**config.mk**
```make
export PLATFORM = sky130hd
export DESIGN_NAME = ser_cmd_rx
export DESIGN_NICKNAME = d
export VERILOG_FILES = /design/src/rtl/ser_cmd_rx.sv
export SDC_FILE = /design/constraint.sdc
export NUM_CORES = 1
export LEC_CHECK = 0
export ABC_AREA = 1
export ABC_CLOCK_PERIOD_IN_PS = 3630
export BUFFER_PORTS_ARGS = -buffer_cell sky130_fd_sc_hd__buf_4
export CORE_MARGIN = 2
export CORE_UTILIZATION = 59
export CTS_CLUSTER_DIAMETER = 50
export DETAILED_ROUTE_END_ITERATION = 16
export HOLD_SLACK_MARGIN = 0.12
export PLACE_DENSITY = 0.81
export SYNTH_ARGS = -nofsm -noshare
export SYNTH_HDL_FRONTEND = slang
export SYNTH_SLANG_ARGS = --single-unit
```
**constraint.sdc**
```tcl
create_clock -name clk -period 3.63 [get_ports clk]
set_clock_uncertainty 0.15 [all_clocks]
set_input_delay 0.363 -clock clk [delete_from_list [all_inputs] [get_ports clk]]
set_output_delay 0.363 -clock clk [all_outputs]
set_load 0.01 [all_outputs]
```
**src/rtl/ser_cmd_rx.sv**
```systemverilog
module ser_cmd_rx #(
  parameter int SYNC_STAGES = 2,
  parameter int BYTE_W      = 8
) (
  input  logic              clk,
  input  logic              rst_n,
  input  logic              mode_3w,
  input  logic              cs_n,
  input  logic              sdin,
  input  logic              sclk,
  input  logic              dc_pin,
  output logic [BYTE_W-1:0] rx_byte,
  output logic              rx_is_data,
  output logic              rx_valid
);
  localparam int CW = $clog2(BYTE_W + 2);
  localparam logic [CW-1:0] LAST_4W = CW'(BYTE_W - 1);
  localparam logic [CW-1:0] LAST_3W = CW'(BYTE_W);

  logic [SYNC_STAGES-1:0] cs_sr, sc_sr, sd_sr, dc_sr;
  logic                   sc_prev;
  logic [CW-1:0]          cnt;
  logic [BYTE_W-1:0]      shreg;
  logic                   lead_bit;

  always_ff @(posedge clk or negedge rst_n) begin
    if (!rst_n) begin
      cs_sr   <= '1;
      sc_sr   <= '0;
      sd_sr   <= '0;
      dc_sr   <= '0;
      sc_prev <= 1'b0;
    end else begin
      cs_sr   <= {cs_sr[SYNC_STAGES-2:0], cs_n};
      sc_sr   <= {sc_sr[SYNC_STAGES-2:0], sclk};
      sd_sr   <= {sd_sr[SYNC_STAGES-2:0], sdin};
      dc_sr   <= {dc_sr[SYNC_STAGES-2:0], dc_pin};
      sc_prev <= sc_sr[SYNC_STAGES-1];
    end
  end

  wire cs_s     = cs_sr[SYNC_STAGES-1];
  wire sc_s     = sc_sr[SYNC_STAGES-1];
  wire sd_s     = sd_sr[SYNC_STAGES-1];
  wire dc_s     = dc_sr[SYNC_STAGES-1];
  wire rise     = sc_s & ~sc_prev & ~cs_s;
  wire [CW-1:0] last_idx = mode_3w ? LAST_3W : LAST_4W;
  wire at_last  = rise && (cnt == last_idx);

  always_ff @(posedge clk or negedge rst_n) begin
    if (!rst_n) begin
      cnt      <= '0;
      shreg    <= '0;
      lead_bit <= 1'b0;
    end else if (cs_s) begin
      cnt <= '0;
    end else if (rise) begin
      cnt   <= at_last ? '0 : cnt + 1'b1;
      shreg <= {shreg[BYTE_W-2:0], sd_s};
      if (cnt == '0) lead_bit <= sd_s;
    end
  end

  always_ff @(posedge clk or negedge rst_n) begin
    if (!rst_n) begin
      rx_byte    <= '0;
      rx_is_data <= 1'b0;
      rx_valid   <= 1'b0;
    end else begin
      rx_valid <= at_last;
      if (at_last) begin
        rx_byte    <= {shreg[BYTE_W-2:0], sd_s};
        rx_is_data <= mode_3w ? lead_bit : dc_s;
      end
    end
  end

  AST_VLD_PULSE: assert property (@(posedge clk) disable iff (!rst_n) rx_valid |=> !rx_valid);
  AST_BYTE_HOLD: assert property (@(posedge clk) disable iff (!rst_n) !$stable(rx_byte) |-> rx_valid);
  AST_FLAG_HOLD: assert property (@(posedge clk) disable iff (!rst_n) !$stable(rx_is_data) |-> rx_valid);
  AST_CS_CLEARS: assert property (@(posedge clk) disable iff (!rst_n) cs_s |=> cnt == '0);
  AST_NO_VLD_CS: assert property (@(posedge clk) disable iff (!rst_n) rx_valid |-> !$past(cs_s));
  AST_CNT_RANGE: assert property (@(posedge clk) disable iff (!rst_n) cnt <= LAST_3W);
endmodule

```
==> results of run 1 <==
==> synth_stat cells, types with 3 or more instances <==
| cell type | count |
|---|---|
| nand2_1 | 48 |
| dfrtp_1 | 29 |
| nand4_1 | 10 |
| inv_1 | 7 |
| nor2_1 | 5 |
| o21ai_0 | 3 |
==> repair_timing <==
action | in CTS | in global routing
endpoints found under the hold margin | 35 | 0
setup endpoints to repair | 0 | 0
hold buffers | 5 | 0
setup buffers | 0 | 0
==> worst reg2reg max path: cells and delay by family (launching register included) <==
family,cells,cell delay (ns)
buf+inv,3,0.56
flops,1,0.38
simple gates,5,0.38
==> worst paths after layout <==
path,from,to,slack [ns]
max in group asynchronous,rst_n,cs_sr[0],2.66
min in group asynchronous,rst_n,cnt[2],0.33
max reg2reg,sc_prev,cnt[3],2.12
min,cs_sr[0],cs_sr[1],0.19
max,sc_prev,cnt[3],2.12
min reg2reg,cs_sr[0],cs_sr[1],0.19
==> layer usage <==
layer / vias up / global-route usage / part of all wire
li1: 460 / - / -
met1: 441 / 0.245 / 0.44
met2: 23 / 0.340 / 0.49
met3: 4 / 0.0923 / 0.050
met4: 0 / 0.126 / 0.018
met5: - / 0 / 0
==> sequential cells by signal (all words and copies together) (netlist names), 2 cells and up <==
| signal | count |
|---|---|
| cnt | 4 |
| cs_sr | 2 |
| dc_sr | 2 |
| rx_byte | 8 |
| sc_sr | 2 |
| sd_sr | 2 |
| shreg | 7 |
==> final cells by class <==
cell class                 instances  area, µm²  area share
sequential                        31        778       0.513
multi-input combinational         82        418       0.275
timing repair buffer              22        178       0.117
clock buffer                       8       68.8      0.0453
inverter                          11       41.3      0.0272
tap                               27       33.8      0.0223
==> power by group <==
part / switching [mW] / internal [mW]
Combinational: 0.0343 / 0.0230
Sequential: 0.0191 / 0.372
Clock: 0.107 / 0.114
Total: 0.160 / 0.509
==> cell families after synthesis <==
| group | count (synthesis) | share of synthesized area |
|---|---|---|
| adders and majority gates | 2 | 0.0195 |
| and+or+nand+nor | 73 | 0.273 |
| AOI/OAI and AO/OA | 6 | 0.0263 |
| xor gates and xnor gates | 1 | 0.00682 |
| DFF | 31 | 0.606 |
| buffers and inverters | 15 | 0.0682 |
==> results.sh, run 1 <==
export IMPL_leakage_nw=0.817
export IMPL_grt_max_degree=32
export IMPL_final_nets=162
export IMPL_dp_hpwl_um=1460
export IMPL_vias_per_cell=5.13
export IMPL_htreeDepth=2
export IMPL_synth_top_area_share=0.565
export IMPL_synth_seq_area_share=0.606
export IMPL_timing_final_ws_setup_ns=2.12
export IMPL_cts_buffers=5
export IMPL_track_usage=0.216
export IMPL_powerDensity_nw_per_um2=441
export IMPL_drv_slew=0
export IMPL_synth_avg_cell_area_um2=10.0
export IMPL_max_freq_mhz=661
export IMPL_crit_top_cell="nand2_1"
export IMPL_crit_chain="inv_2 -> nand2_1 -> nor2_2 -> buf_4 -> clkinv_1 -> nor2_1 -> nand2_1 -> nand2_1"
export IMPL_grt_first_pass_wirelength_um=3850
export IMPL_synthDistinctLibCells=23
export IMPL_synth_enable_flop_cells=0
export IMPL_boundaryPins=17
export IMPL_endpoint_kind="flip-flop"
export IMPL_final_common_cell="nand2_1"
export IMPL_drt_wl_total_um=2170
export IMPL_place_ws_ns=2.14
export IMPL_die_x_um=50.6
export IMPL_finalHoldViolCount=0
export IMPL_drtIter0Drc=21
export IMPL_fin_util=0.758
export IMPL_clk_latency_ns=0.32
export IMPL_dr_total_vias=928
export IMPL_ant_nets=0
export IMPL_clk_path_buf_depth=2
export IMPL_num_rows=16
export IMPL_layout_drive_gt1_share=0.234
export IMPL_stdcell_area_um2=1520
export IMPL_cp_num_buf_inv=3
export IMPL_syn_area_um2=1280
export IMPL_fin_crit_sh=0.417
export IMPL_synth_area_leaders="dfrtp_1, nand2_1, nand4_1"
export IMPL_critPathMaxFanout=21
export IMPL_insertedDiodeCount=0
export IMPL_cts_root_buf="clkbuf_4"
export IMPL_cts_tree="yes"
export IMPL_synth_nets=137
export IMPL_synth_main_ff_cell="dfrtp_1"
export IMPL_first_global_vias=916
export IMPL_finalSetupViolations=0
export IMPL_yosysWarnings=0
export IMPL_dp_cells=168
export IMPL_die_height_um=50.6
export IMPL_core_area_um2=2000
export IMPL_fill_cells=141
export IMPL_dieArea_um2=2560
export IMPL_ys_ff_latch=31
export IMPL_worstHoldPathCells=0
export IMPL_r2r_cells=8
export IMPL_start_kind="flip-flop"
export IMPL_period_needed_ns=1.51
export IMPL_max_stage_delay_ns=0.38
export IMPL_holdWs_ns=0.194
export IMPL_clkTransAtPathRegs_ns=0.10
export IMPL_worstMarginPinSlew_ns=0.369
export IMPL_cap_violations=0
export IMPL_hp_class="flip-flop to flip-flop"
export IMPL_finalPower_mw=0.669
export IMPL_crit_cells=8
export IMPL_cp_slowest_cell="dfrtp_1"
export IMPL_ir_drop_mv=0.433
export IMPL_overflow=0
export IMPL_drtPass1Iterations=4
export IMPL_layoutNonFillerInstCount=181
export IMPL_antenna_found_initial=0
export IMPL_async_flop_share=1.00
export IMPL_yosysTopAreaCell="dfrtp_1"
export IMPL_final_cell_mix="nand2_1, dfrtp_1, buf_4"
export IMPL_synth_cells=128
export IMPL_worstPathRequired_ns=3.75
export IMPL_place_gp_congestion=0.805
export IMPL_port_buffer_count=16
export IMPL_drc_errors=0
export IMPL_clock_sinks=31
export IMPL_area_delta_synth_final_pct=18.2
export IMPL_cp_arrival_ns=1.63
export IMPL_cts_resized=0
export IMPL_path_delay_family="buffers and inverters"
export IMPL_outcome="finished, final reports clean"
export IMPL_placed_area_um2=1400
export IMPL_criticalPathCategory="flip-flop to flip-flop"
export IMPL_rsz0062_at_grt="no"
export IMPL_wl_per_cell_um=12.0
export IMPL_initial_core_util=0.641
export IMPL_relSlewSlack=0.754
export IMPL_fin_setup_tns_ns=0
Note: power is estimated with default switching activity, not from simulation.
==> run 2: changes to the inputs <==
- ABC_CLOCK_PERIOD_IN_PS: 3630 -> 1300
- CORE_UTILIZATION: 59 -> 50
- PLACE_DENSITY: 0.81 -> 0.73
- clock period: 3.63 -> 1.3 ns (I/O delays scaled with it)
==> run 2 against run 1 <==
- the run now ends with setup timing left
- combinational power increased to 3.8 times the previous value
- via count is 10% higher
- global-route usage is 3.1 points lower
- register-to-register slack worse by 2.1 ns
- first-iteration DRC count decreased by 29%
- sequential power rose to 2.8 times the previous value
- clock power rose to 3.5 times the previous value
- non-clock buffer count grew 17
- flip-flop and latch count is the same
- critical path depth is 2 lower
- design area up 17%
- critical path type unchanged
==> results.sh, run 2 (synthesized netlist as in run 1, its figures left out) <==
export IMPL_crit_cells=6
export IMPL_timing_final_ws_setup_ns=-0.00501
export IMPL_layout_drive_gt1_share=0.425
export IMPL_r2r_start="cnt[2]"
export IMPL_reg_largest_list="rx_byte: 8 flops, shreg: 7 flops, cnt: 4 flops"
export IMPL_dieArea_um2=2990
export IMPL_cap_violations=0
export IMPL_overflow=0
export IMPL_dp_cells=181
export IMPL_max_freq_mhz=766
export IMPL_relSlewSlack=0.715
export IMPL_cp_slowest_cell="dfrtp_2"
export IMPL_powerDensity_nw_per_um2=1180
export IMPL_core_area_um2=2450
export IMPL_die_x_um=54.7
export IMPL_fin_crit_sh=1.00
export IMPL_track_usage=0.185
export IMPL_ant_nets=0
export IMPL_num_rows=18
export IMPL_first_global_vias=875
export IMPL_cp_arrival_ns=1.39
export IMPL_vias_per_cell=5.00
export IMPL_reg2reg_to="rx_byte[5]"
export IMPL_htreeDepth=2
export IMPL_initial_core_util=0.523
export IMPL_crit_chain="nor2_2 -> nand2_2 -> nand2_4 -> nand3_4 -> nand2_1 -> nand2_1"
export IMPL_worstHoldPathCells=5
export IMPL_period_needed_ns=1.31
export IMPL_layoutNonFillerInstCount=204
export IMPL_drv_slew=0
export IMPL_clk_path_buf_depth=2
export IMPL_outcome="complete, but fails checks"
export IMPL_area_delta_synth_final_pct=37.9
export IMPL_worstPathRequired_ns=1.38
export IMPL_antenna_found_initial=0
export IMPL_start_kind="flip-flop"
export IMPL_leakage_nw=0.928
export IMPL_clkTransAtPathRegs_ns=0.10
export IMPL_drtPass1Iterations=4
export IMPL_grt_max_degree=32
export IMPL_place_gp_congestion=0.912
export IMPL_grt_first_pass_wirelength_um=3680
export IMPL_path_delay_family="simple AND/OR/NAND/NOR gates"
export IMPL_endpoint_kind="flip-flop"
export IMPL_drtIter0Drc=15
export IMPL_clock_sinks=31
export IMPL_cts_root_buf="clkbuf_4"
export IMPL_multi_input_area_um2=492
export IMPL_r2r_slack_ns=-0.005
export IMPL_place_ws_ns=-0.0509
export IMPL_cts_buffers=5
export IMPL_finalHoldViolCount=0
export IMPL_dr_total_vias=1021
export IMPL_crit_path_end="rx_byte[5]"
export IMPL_finalSetupViolations=2
export IMPL_register_area_um2=782
export IMPL_r2r_cells=6
export IMPL_fin_util=0.721
export IMPL_final_cell_mix="nand2_1, buf_4, dfrtp_1"
export IMPL_postCtsHoldBufs=6
export IMPL_insertedDiodeCount=0
export IMPL_port_buffer_count=16
export IMPL_max_stage_delay_ns=0.47
export IMPL_violations="setup timing"
export IMPL_dp_hpwl_um=1600
export IMPL_critPathMaxFanout=5
export IMPL_wl_per_cell_um=12.7
export IMPL_largest_reg_flops=8
export IMPL_fill_cells=189
export IMPL_hp_class="input pin to flip-flop"
export IMPL_rsz0062_at_grt="yes"
export IMPL_die_height_um=54.7
export IMPL_criticalPathCategory="flip-flop to flip-flop"
export IMPL_cp_num_buf_inv=0
export IMPL_drc_errors=0
export IMPL_final_nets=182
export IMPL_top_register="rx_byte"
export IMPL_worstSetupStartpoint="cnt[2]"
export IMPL_crit_top_cell="nand2_1"
export IMPL_worstMarginPinSlew_ns=0.427
export IMPL_cts_tree="yes"
export IMPL_drt_wl_total_um=2590
export IMPL_ir_drop_mv=0.976
export IMPL_clk_latency_ns=0.33
export IMPL_boundaryPins=17
export IMPL_final_common_cell="nand2_1"
==> run 2: changes by cell type in the layout (fill, tap and decap cells not counted), sizes merged <==
| cell | change |
|---|---|
| nand2 | +1 |
| inv | +1 |
| bufinv | +1 |
| nand3 | +1 |
| clkinvlp | +1 |
| clkbuf | -2 |
| buf | +16 |
| dlygate4sd3 | +1 |
==> run 2: worst reg2reg max path, cell delays in order, from the launching register on <==
cell and delay (ns):
dfrtp_2 0.47, nor2_2 0.13, nand2_2 0.09, nand2_4 0.12
nand3_4 0.12, nand2_1 0.08, nand2_1 0.05
==> run 2: repair_timing <==
item / 4_1_cts / 5_1_grt
gates resized for setup: 7 / 19
buffers inserted: 3 / 3
pin swaps: 6 / 10
endpoints found under the hold margin: 36 / 1
gates cloned: 2 / 1
setup endpoints to repair: 16 / 47
==> run 2: worst min path at each step <==
stage	start	to	slack, ns
2_1_floorplan	rst_n	cnt[0]	-0.32
3_3_place_gp	rst_n	cnt[2]	-0.08
3_5_place_dp	rst_n	rx_valid	-0.07
4_1_cts	mode_3w	rx_is_data	0.03
5_1_grt	mode_3w	rx_is_data	0.1
6_report	mode_3w	rx_is_data	0.06
==> run 2: final cells by class <==
class / instances / area share
clock inverters: 2 / 0.0198
well taps: 30 / 0.0212
flip-flops and latches: 31 / 0.442
repair buffers: 39 / 0.182
inverters: 11 / 0.0240
repair inverters: 1 / 0.00424
multi-input cells: 84 / 0.278
clock buffers: 6 / 0.0290
==> run 2: power by group <==
part,internal (mW),switching [mW]
Clock,0.454,0.321
Sequential,1.04,0.0536
Combinational,0.101,0.117
Total,1.60,0.492
==> run 2: through the flow <==
| step | TNS [ns] | hold WS (ns) | total power, mW | cell area, µm² |
|---|---|---|---|---|
| after floorplan | 0 | -0.316 | 1.20 | 1280 |
| after global placement | -0.137 | -0.0781 | 1.27 | 1480 |
| after detailed placement | -0.457 | -0.0741 | 1.28 | 1480 |
| after CTS | -0.00132 | 0.0286 | 2.08 | 1690 |
| after global routing | -0.668 | 0.0951 | 2.18 | 1770 |
| final | -0.00827 | 0.0612 | 2.09 | 1770 |
==> run 2: routing by layer <==
metal | track usage | share of wire | vias to the layer above
met4 | 0.133 | 0.033 | 0
li1 | - | - | 500
met3 | 0.0546 | 0.046 | 12
met1 | 0.215 | 0.42 | 479
met5 | 0 | 0 | -
met2 | 0.290 | 0.50 | 30
